`config.mk`:
```
export PLATFORM = sky130hd
export DESIGN_NAME = pin_edge_irq
export DESIGN_NICKNAME = d
export VERILOG_FILES = /design/src/rtl/pin_irq_pkg.sv /design/src/rtl/pin_irq_rst_sync.sv /design/src/rtl/pin_irq_sync.sv /design/src/rtl/pin_irq_regs.sv /design/src/rtl/pin_irq_edge.sv /design/src/rtl/pin_edge_irq.sv
export SDC_FILE = /design/constraint.sdc
export NUM_CORES = 1
export LEC_CHECK = 0
export CAP_MARGIN = 5
export CORE_MARGIN = 5
export CORE_UTILIZATION = 45
export CTS_BUF_LIST = sky130_fd_sc_hd__clkbuf_8
export CTS_CLUSTER_SIZE = 12
export DETAILED_ROUTE_END_ITERATION = 10
export DONT_BUFFER_PORTS = 1
export PLACE_DENSITY = 0.67
export SYNTH_ARGS = -nofsm -noshare
export SYNTH_HDL_FRONTEND = slang
export SYNTH_SLANG_ARGS = --single-unit
```
`constraint.sdc`:
```
create_clock -name clk -period 0.8 [get_ports clk]
set_input_delay 0.08 -clock clk [delete_from_list [all_inputs] [get_ports clk]]
set_output_delay 0.08 -clock clk [all_outputs]
set_load 0.01 [all_outputs]
```
`src/rtl/pin_irq_pkg.sv`:
```
package pin_irq_pkg;
  localparam int PIN_W  = 8;
  localparam int ADDR_W = 8;
  typedef logic [PIN_W-1:0]  pin_vec_t;
  typedef logic [ADDR_W-1:0] addr_t;
  localparam pin_vec_t IMPL_MASK_DEF = 8'h87;
  localparam addr_t    ENA_ADDR_DEF  = 8'h31;
  localparam addr_t    DIR_ADDR_DEF  = 8'h32;
endpackage

```
`src/rtl/pin_irq_rst_sync.sv`:
```
module pin_irq_rst_sync #(
  parameter int STAGES = 2
) (
  input  logic clk,
  input  logic rst_n,
  output logic rst_sync_n
);
  logic [STAGES-1:0] chain_q;
  logic [STAGES-1:0] chain_d;

  always_comb chain_d = {chain_q[STAGES-2:0], 1'b1};

  always_ff @(posedge clk or negedge rst_n) begin
    if (!rst_n) chain_q <= '0;
    else        chain_q <= chain_d;
  end

  assign rst_sync_n = chain_q[STAGES-1];
endmodule

```
`src/rtl/pin_irq_sync.sv`:
```
module pin_irq_sync #(
  parameter int W      = 8,
  parameter int STAGES = 2
) (
  input  logic         clk,
  input  logic         rst_n,
  input  logic [W-1:0] din,
  output logic [W-1:0] dout
);
  logic [W-1:0] stage_q [STAGES];

  always_ff @(posedge clk or negedge rst_n) begin
    if (!rst_n) stage_q[0] <= '0;
    else        stage_q[0] <= din;
  end

  for (genvar s = 1; s < STAGES; s++) begin : g_stage
    always_ff @(posedge clk or negedge rst_n) begin
      if (!rst_n) stage_q[s] <= '0;
      else        stage_q[s] <= stage_q[s-1];
    end
  end

  assign dout = stage_q[STAGES-1];
endmodule

```
`src/rtl/pin_irq_regs.sv`:
```
module pin_irq_regs #(
  parameter int              W         = 8,
  parameter int              ADDR_W    = 8,
  parameter logic [ADDR_W-1:0] ENA_ADDR  = 8'h31,
  parameter logic [ADDR_W-1:0] DIR_ADDR  = 8'h32,
  parameter logic [W-1:0]    IMPL_MASK = 8'h87
) (
  input  logic              clk,
  input  logic              rst_n,
  input  logic              wr_en,
  input  logic [ADDR_W-1:0] wr_addr,
  input  logic [W-1:0]      wr_data,
  output logic [W-1:0]      ena_q,
  output logic [W-1:0]      dir_q
);
  logic         ena_we;
  logic         dir_we;
  logic [W-1:0] wr_masked;

  always_comb begin
    ena_we    = wr_en && (wr_addr == ENA_ADDR);
    dir_we    = wr_en && (wr_addr == DIR_ADDR);
    wr_masked = wr_data & IMPL_MASK;
  end

  always_ff @(posedge clk or negedge rst_n) begin
    if (!rst_n)      ena_q <= '0;
    else if (ena_we) ena_q <= wr_masked;
  end

  always_ff @(posedge clk or negedge rst_n) begin
    if (!rst_n)      dir_q <= '0;
    else if (dir_we) dir_q <= wr_masked;
  end
endmodule

```
`src/rtl/pin_irq_edge.sv`:
```
module pin_irq_edge #(
  parameter int           W         = 8,
  parameter logic [W-1:0] IMPL_MASK = 8'h87
) (
  input  logic         clk,
  input  logic         rst_n,
  input  logic [W-1:0] lvl,
  input  logic [W-1:0] ena,
  input  logic [W-1:0] dir,
  output logic [W-1:0] hit
);
  logic [W-1:0] prev_q;

  always_ff @(posedge clk or negedge rst_n) begin
    if (!rst_n) prev_q <= '0;
    else        prev_q <= lvl;
  end

  for (genvar i = 0; i < W; i++) begin : g_pin
    if (IMPL_MASK[i]) begin : g_impl
      logic rise;
      logic fall;
      always_comb begin
        rise   = lvl[i] & ~prev_q[i];
        fall   = ~lvl[i] & prev_q[i];
        hit[i] = ena[i] & (dir[i] ? rise : fall);
      end
    end else begin : g_rsvd
      assign hit[i] = 1'b0;
    end
  end
endmodule

```
`src/rtl/pin_edge_irq.sv`:
```
module pin_edge_irq
  import pin_irq_pkg::*;
#(
  parameter int       W         = PIN_W,
  parameter int       AW        = ADDR_W,
  parameter int       SYNC_STG  = 2,
  parameter logic [W-1:0]  IMPL_MASK = IMPL_MASK_DEF,
  parameter logic [AW-1:0] ENA_ADDR  = ENA_ADDR_DEF,
  parameter logic [AW-1:0] DIR_ADDR  = DIR_ADDR_DEF
) (
  input  logic          clk,
  input  logic          rst_n,
  input  logic [W-1:0]  pins_i,
  input  logic          wr_en_i,
  input  logic [AW-1:0] wr_addr_i,
  input  logic [W-1:0]  wr_data_i,
  input  logic          ack_i,
  output logic          irq_o
);
  logic         rst_sync_n;
  logic [W-1:0] lvl_sync;
  logic [W-1:0] ena_q;
  logic [W-1:0] dir_q;
  logic [W-1:0] hit_vec;
  logic         hit_any;
  logic         pend_q;
  logic         pend_d;

  pin_irq_rst_sync #(.STAGES(2)) u_rst (
    .clk(clk), .rst_n(rst_n), .rst_sync_n(rst_sync_n)
  );

  pin_irq_sync #(.W(W), .STAGES(SYNC_STG)) u_sync (
    .clk(clk), .rst_n(rst_sync_n), .din(pins_i), .dout(lvl_sync)
  );

  pin_irq_regs #(
    .W(W), .ADDR_W(AW), .ENA_ADDR(ENA_ADDR), .DIR_ADDR(DIR_ADDR),
    .IMPL_MASK(IMPL_MASK)
  ) u_regs (
    .clk(clk), .rst_n(rst_sync_n), .wr_en(wr_en_i), .wr_addr(wr_addr_i),
    .wr_data(wr_data_i), .ena_q(ena_q), .dir_q(dir_q)
  );

  pin_irq_edge #(.W(W), .IMPL_MASK(IMPL_MASK)) u_edge (
    .clk(clk), .rst_n(rst_sync_n), .lvl(lvl_sync), .ena(ena_q),
    .dir(dir_q), .hit(hit_vec)
  );

  always_comb begin
    hit_any = |hit_vec;
    pend_d  = hit_any | (pend_q & ~ack_i);
  end

  always_ff @(posedge clk or negedge rst_sync_n) begin
    if (!rst_sync_n) pend_q <= 1'b0;
    else             pend_q <= pend_d;
  end

  assign irq_o = pend_q;
endmodule

```
==> results.sh, run 1 <==
export IMPL_syn_avg_cell_area_um2=16.4
export IMPL_nNetsFinal=97
export IMPL_ys_top_cells_by_count="dfrtp_1, mux2_2, and3b_1, nor3b_1, o21ai_0"
export IMPL_end_kind="register"
export IMPL_num_rows=15
export IMPL_die_area_um2=2770
export IMPL_avgRoutedWirePerCell_um=14.2
export IMPL_rsz0062_at_grt="yes"
export IMPL_crit_arrival_ps=1110
export IMPL_syn_nets=78
export IMPL_root_buffer="clkbuf_8"
export IMPL_ir_drop_mv=1.21
export IMPL_post_synth_top_area_cell="dfrtp_1"
export IMPL_cap_violations=0
export IMPL_hpwl_um=968
export IMPL_firstDrtPassIters=2
export IMPL_antenna_cells=0
export IMPL_status="finished, violations left"
export IMPL_core_area_um2=1730
export IMPL_insertion_delay_ps=250
export IMPL_synth_area_leaders="dfrtp_1, mux2_2, and3b_1, nor3b_1, nor3b_4"
export IMPL_avgViaCountPerCell=4.98
export IMPL_ys_types=14
export IMPL_cts_sink_count=23
export IMPL_ioPinCount=29
export IMPL_num_vias=463
export IMPL_slew_violations=0
export IMPL_place_area_um2=873
export IMPL_drive_gt1_share_pct=27.9
export IMPL_synth_edf_count=0
export IMPL_fin_util_pct=60.6
export IMPL_area_growth_syn_to_layout_pct=27.6
export IMPL_finalHoldViolations=0
export IMPL_netlist_area_um2=820
export IMPL_antenna_left=0
export IMPL_start_util_pct=47.5
export IMPL_finalSetupViolCount=3
export IMPL_h_tree_depth=1
export IMPL_place_ws_ps=-302
export IMPL_clockBufferDepth=2
export IMPL_worstHoldPathType="in2async"
export IMPL_period_share_pct=123
export IMPL_gp_congestion=0.749
export IMPL_grt_pass1_vias=488
export IMPL_synth_most_common_cell="dfrtp_1"
export IMPL_grtUsageTotal_pct=11.3
export IMPL_grt_pass1_wl_um=2170
export IMPL_synth_main_ff_cell="dfrtp_1"
export IMPL_yosys_warnings=0
export IMPL_drt_initial_drc_count=6
export IMPL_antenna_found_initial=0
export IMPL_overflow=0
export IMPL_period_minus_slack_ps=980
export IMPL_die_h_um=52.7
export IMPL_start_kind="register"
export IMPL_fin_area_um2=1050
export IMPL_synth_top_area_share_pct=70.2
export IMPL_cellLeakagePower_nw=0.494
export IMPL_ys_async_sr_fraction_pct=100
export IMPL_path_clk_slew_ps=70
export IMPL_tritoncts="built"
export IMPL_max_freq_mhz=1020
export IMPL_powerDensity_nw_per_um2=1970
export IMPL_ys_ff_latch=23
export IMPL_cts_buffers=3
export IMPL_nFillCells=151
export IMPL_dieWidth_um=52.7
export IMPL_path_class="reg2reg"
export IMPL_routed_wl_um=1320
export IMPL_grt_start_max_net_pins=14
export IMPL_fin_tns_setup_ps=-338
export IMPL_fin_skew_ps=2.12
export IMPL_io_buffers=0
export IMPL_drc=0
export IMPL_synthCells=50
export IMPL_violations="setup timing"
export IMPL_synth_seq_area_share_pct=70.2
export IMPL_setup_slack_ps=-180
export IMPL_crit_fanout=3
export IMPL_worstPathRequired_ps=930
==> flip-flops by register name, indices dropped and copies added, names as in the netlist <==
| register | cells |
|---|---|
| u_sync.dout | 4 |
| irq_o | 1 |
| u_sync.stage_q | 4 |
| u_rst.chain_q | 2 |
| u_regs.dir_q | 4 |
| u_edge.prev_q | 4 |
| u_regs.ena_q | 4 |
==> final cells by class <==
cell class	count	area (µm²)	share of cell area, %
Clock buffer	3	41.3	3.95
Clock inverter	1	3.75	0.359
Multi-Input combinational cell	27	259	24.8
Sequential cell	23	576	55.0
Tap cell	25	31.3	2.99
Timing Repair Buffer	14	135	12.9
==> repair_timing <==
action	CTS	global route
buffers inserted	1	1
pin swaps	1	1
hold buffers	9	0
endpoints found under the setup margin	6	6
endpoints found under the hold margin	14	0
gates resized for setup	3	2
==> worst max-delay path: stages, from the launching register on <==
cell	delay, ps
dfrtp_1	410
and4b_1	220
nor3_2	120
nand4_1	110
==> cell usage in the layout, fill, tap and decap left out, types with 2 or more instances in the layout <==
master	n
o21ai_1	2
buf_4	3
and3b_1	3
nand4b_1	2
nor3b_1	3
mux2_2	7
clkbuf_8	3
dlygate4sd3_1	9
dfrtp_1	23
buf_6	2
==> report_power, final <==
| part | internal (mW) | leakage [nW] | switching [mW] | total [mW] |
|---|---|---|---|---|
| clock network | 0.341 | 0.0269 | 0.322 | 0.663 |
| logic | 0.0902 | 0.181 | 0.0508 | 0.141 |
| registers | 1.22 | 0.287 | 0.0320 | 1.25 |
==> worst paths after layout <==
path                       slack, ps            endpoint  depth (start not counted)              from
min                               50    u_rst.chain_q[0]                          1             rst_n
max in group asynchronous        440     u_regs.dir_q[7]                          1  u_rst.chain_q[1]
min reg2reg                      180  u_sync.stage_q[10]                          1  u_rst.chain_q[1]
min in group clk                 110               irq_o                          3             ack_i
max                             -180               irq_o                          3    u_sync.dout[7]
max reg2reg                     -180               irq_o                          3    u_sync.dout[7]
==> routing by layer <==
metal | up-vias | GRT usage, % | part of all wire [%]
met5 | - | 0 | 0
met3 | 2 | 3.13 | 7.7
met2 | 13 | 17.4 | 50
met1 | 233 | 14.2 | 41
met4 | 0 | 6.38 | 0.91
li1 | 215 | - | -
==> metrics by stage <==
step / hold slack (ps) / std cells / power (mW)
2_1_floorplan: -216 / 50 / 1.33
3_3_place_gp: -216 / 78 / 1.36
3_5_place_dp: -216 / 78 / 1.37
4_1_cts: 38.9 / 92 / 2.10
5_1_grt: 33.9 / 93 / 2.18
6_report: 45.4 / 93 / 2.06
==> logic make-up after synthesis <==
logic type	count (synthesis)	synth area share, %
other	1	0.458
AO/OA/AOI/OAI	3	1.83
flip-flops	23	70.2
AND/OR/NAND/NOR	15	16.5
multiplexers	8	11.0
No activity file was read; power rests on OpenSTA's default activity.
==> run 2, diff against run 1 <==
--- a/config.mk
+++ b/config.mk
@@ -6,13 +6,15 @@
 export NUM_CORES = 1
 export LEC_CHECK = 0
 export CAP_MARGIN = 5
+export CELL_PAD_IN_SITES_DETAIL_PLACEMENT = 0
+export CELL_PAD_IN_SITES_GLOBAL_PLACEMENT = 2
 export CORE_MARGIN = 5
-export CORE_UTILIZATION = 45
+export CORE_UTILIZATION = 42
 export CTS_BUF_LIST = sky130_fd_sc_hd__clkbuf_8
 export CTS_CLUSTER_SIZE = 12
 export DETAILED_ROUTE_END_ITERATION = 10
 export DONT_BUFFER_PORTS = 1
-export PLACE_DENSITY = 0.67
+export PLACE_DENSITY = 0.83
 export SYNTH_ARGS = -nofsm -noshare
 export SYNTH_HDL_FRONTEND = slang
 export SYNTH_SLANG_ARGS = --single-unit
==> constraint.sdc (replaced) <==
create_clock -name clk -period 1.05 [get_ports clk]
set_input_delay 0.105 -clock clk [delete_from_list [all_inputs] [get_ports clk]]
set_output_delay 0.105 -clock clk [all_outputs]
set_load 0.01 [all_outputs]
==> results.sh, run 2 (synthesis gave the netlist of run 1 again) <==
export IMPL_grt_pass1_vias=493
export IMPL_grtUsageTotal_pct=10.7
export IMPL_antenna_cells=0
export IMPL_drive_gt1_share_pct=28.4
export IMPL_grt_pass1_wl_um=2100
export IMPL_fin_skew_ps=3.92
export IMPL_nFillCells=163
export IMPL_ioPinCount=29
export IMPL_pwr_share_clk_pct=33.6
export IMPL_crit_path_end="irq_o"
export IMPL_ir_drop_mv=1.14
export IMPL_overflow=0
export IMPL_rr_worst_depth=3
export IMPL_clockBufferDepth=2
export IMPL_tritoncts="built"
export IMPL_nNetsFinal=96
export IMPL_max_freq_mhz=1020
export IMPL_period_share_pct=93.6
export IMPL_avgRoutedWirePerCell_um=13.7
export IMPL_antenna_left=0
export IMPL_final_common_cell="dfrtp_1"
export IMPL_sequentialPowerShare_pct=60.0
export IMPL_path_clk_slew_ps=80
export IMPL_status="finished, final reports clean"
export IMPL_r2r_end="irq_o"
export IMPL_start_kind="register"
export IMPL_r2r_setup_slack_ps=70
export IMPL_regArea_um2=576
export IMPL_io_buffers=0
export IMPL_multiInputGateArea_um2=264
export IMPL_swShare_pct=20.6
export IMPL_start_util_pct=43.1
export IMPL_cap_violations=0
export IMPL_finalSetupViolCount=0
export IMPL_num_vias=481
export IMPL_layout_common_cells="dfrtp_1, dlygate4sd3_1, mux2_2"
export IMPL_gp_congestion=0.616
export IMPL_die_h_um=54.2
export IMPL_grt_start_max_net_pins=15
export IMPL_finalHoldViolations=0
export IMPL_path_cells="and3b_1 > o21ai_0 > nand4_1"
export IMPL_insertion_delay_ps=260
export IMPL_cellLeakagePower_nw=0.480
export IMPL_h_tree_depth=1
export IMPL_crit_fanout=3
export IMPL_crit_start="u_sync.dout[0]"
export IMPL_die_area_um2=2930
export IMPL_num_rows=16
export IMPL_max_stage_delay_ps=400
export IMPL_rsz0062_at_grt="yes"
export IMPL_fin_util_pct=54.8
export IMPL_routed_wl_um=1280
export IMPL_area_growth_syn_to_layout_pct=27.2
export IMPL_fin_area_um2=1040
export IMPL_worstHoldPathType="in2async"
export IMPL_slew_violations=0
export IMPL_powerDensity_nw_per_um2=1530
export IMPL_crit_arrival_ps=1120
export IMPL_rr_startpoint="u_sync.dout[0]"
export IMPL_dieWidth_um=54.2
export IMPL_switchingPower_mw=0.328
export IMPL_root_buffer="clkbuf_8"
export IMPL_cts_buffers=3
export IMPL_drt_initial_drc_count=1
export IMPL_path_class="reg2reg"
export IMPL_place_area_um2=883
export IMPL_combPwrFrac_pct=6.3
export IMPL_firstDrtPassIters=2
export IMPL_end_kind="register"
export IMPL_cts_sink_count=23
export IMPL_avgViaCountPerCell=5.12
export IMPL_antenna_found_initial=0
export IMPL_drc=0
export IMPL_crit_slowest_cell="dfrtp_1"
export IMPL_internal_power_mw=1.26
export IMPL_period_minus_slack_ps=983
export IMPL_worstPathRequired_ps=1190
export IMPL_core_area_um2=1900
[run 2: cell count changes in the layout (fill, tap and decap cells not counted)]
cell | before | now
clkinvlp_4 | 0 | 1
inv_1 | 1 | 0
o21ai_0 | 1 | 2
buf_4 | 3 | 4
nor4bb_2 | 1 | 0
mux2_4 | 1 | 0
nor4bb_4 | 0 | 1
mux2_2 | 7 | 8
buf_6 | 2 | 0
o21ai_1 | 2 | 1
[run 2: worst max-delay path: cells and delay by family (launching register included)]
kind             cells  cell delay [ps]
flip-flops           1              400
AO/OA/AOI/OAI        1              190
AND/OR/NAND/NOR      2              280
[run 2: timing repair]
item	in CTS	in global routing
resized for setup	1	3
hold buffers	9	0
endpoints found under the hold margin	14	0
pin swaps	0	4
endpoints found under the setup margin	1	1
setup buffers	0	0
[run 2: power groups by stage]
stage	registers, mW	clock network (mW)	logic [mW]
after global placement	0.968	0	0.0676
after global routing	0.963	0.599	0.113
after floorplan	0.977	0	0.0355
after CTS	0.953	0.561	0.100
after detailed placement	0.971	0	0.0694
final	0.955	0.535	0.101
[run 2: worst min path at each step]
stage / from / endpoint / slack (ps) / cells past startpoint
global placement: rst_n / u_rst.chain_q[0] / -190 / 0
floorplan: rst_n / u_rst.chain_q[0] / -190 / 0
CTS: rst_n / u_rst.chain_q[1] / 50 / 1
detailed placement: rst_n / u_rst.chain_q[0] / -190 / 0
finish: rst_n / u_rst.chain_q[0] / 60 / 1
global route: rst_n / u_rst.chain_q[0] / 50 / 1
[run 2: layout make-up]
type	instances	area share, %
sequential	23	55.2
clock inverter	1	0.720
tap	27	3.24
timing repair buffer	13	11.5
clock buffer	3	3.96
multi-input combinational	27	25.3
[run 2: routing by layer]
layer / vias up / track usage (%) / part of all wire [%]
met5: - / 0 / 0
met4: 0 / 6.22 / 0
met3: 0 / 3.60 / 7.9
met2: 17 / 17.3 / 51
met1: 247 / 12.2 / 41
li1: 217 / - / -
[run 2: through the flow]
step           power [mW]  hold slack, ps  worst slack, ps  instances  setup TNS, ps
5_1_grt              1.68            48.2            -14.0         94          -14.0
2_1_floorplan        1.01            -191             77.5         50              0
3_3_place_gp         1.04            -191            -53.7         81           -207
6_report             1.59            64.4             66.8         94              0
3_5_place_dp         1.04            -191            -92.3         81           -361
4_1_cts              1.61            54.3             5.77         94              0
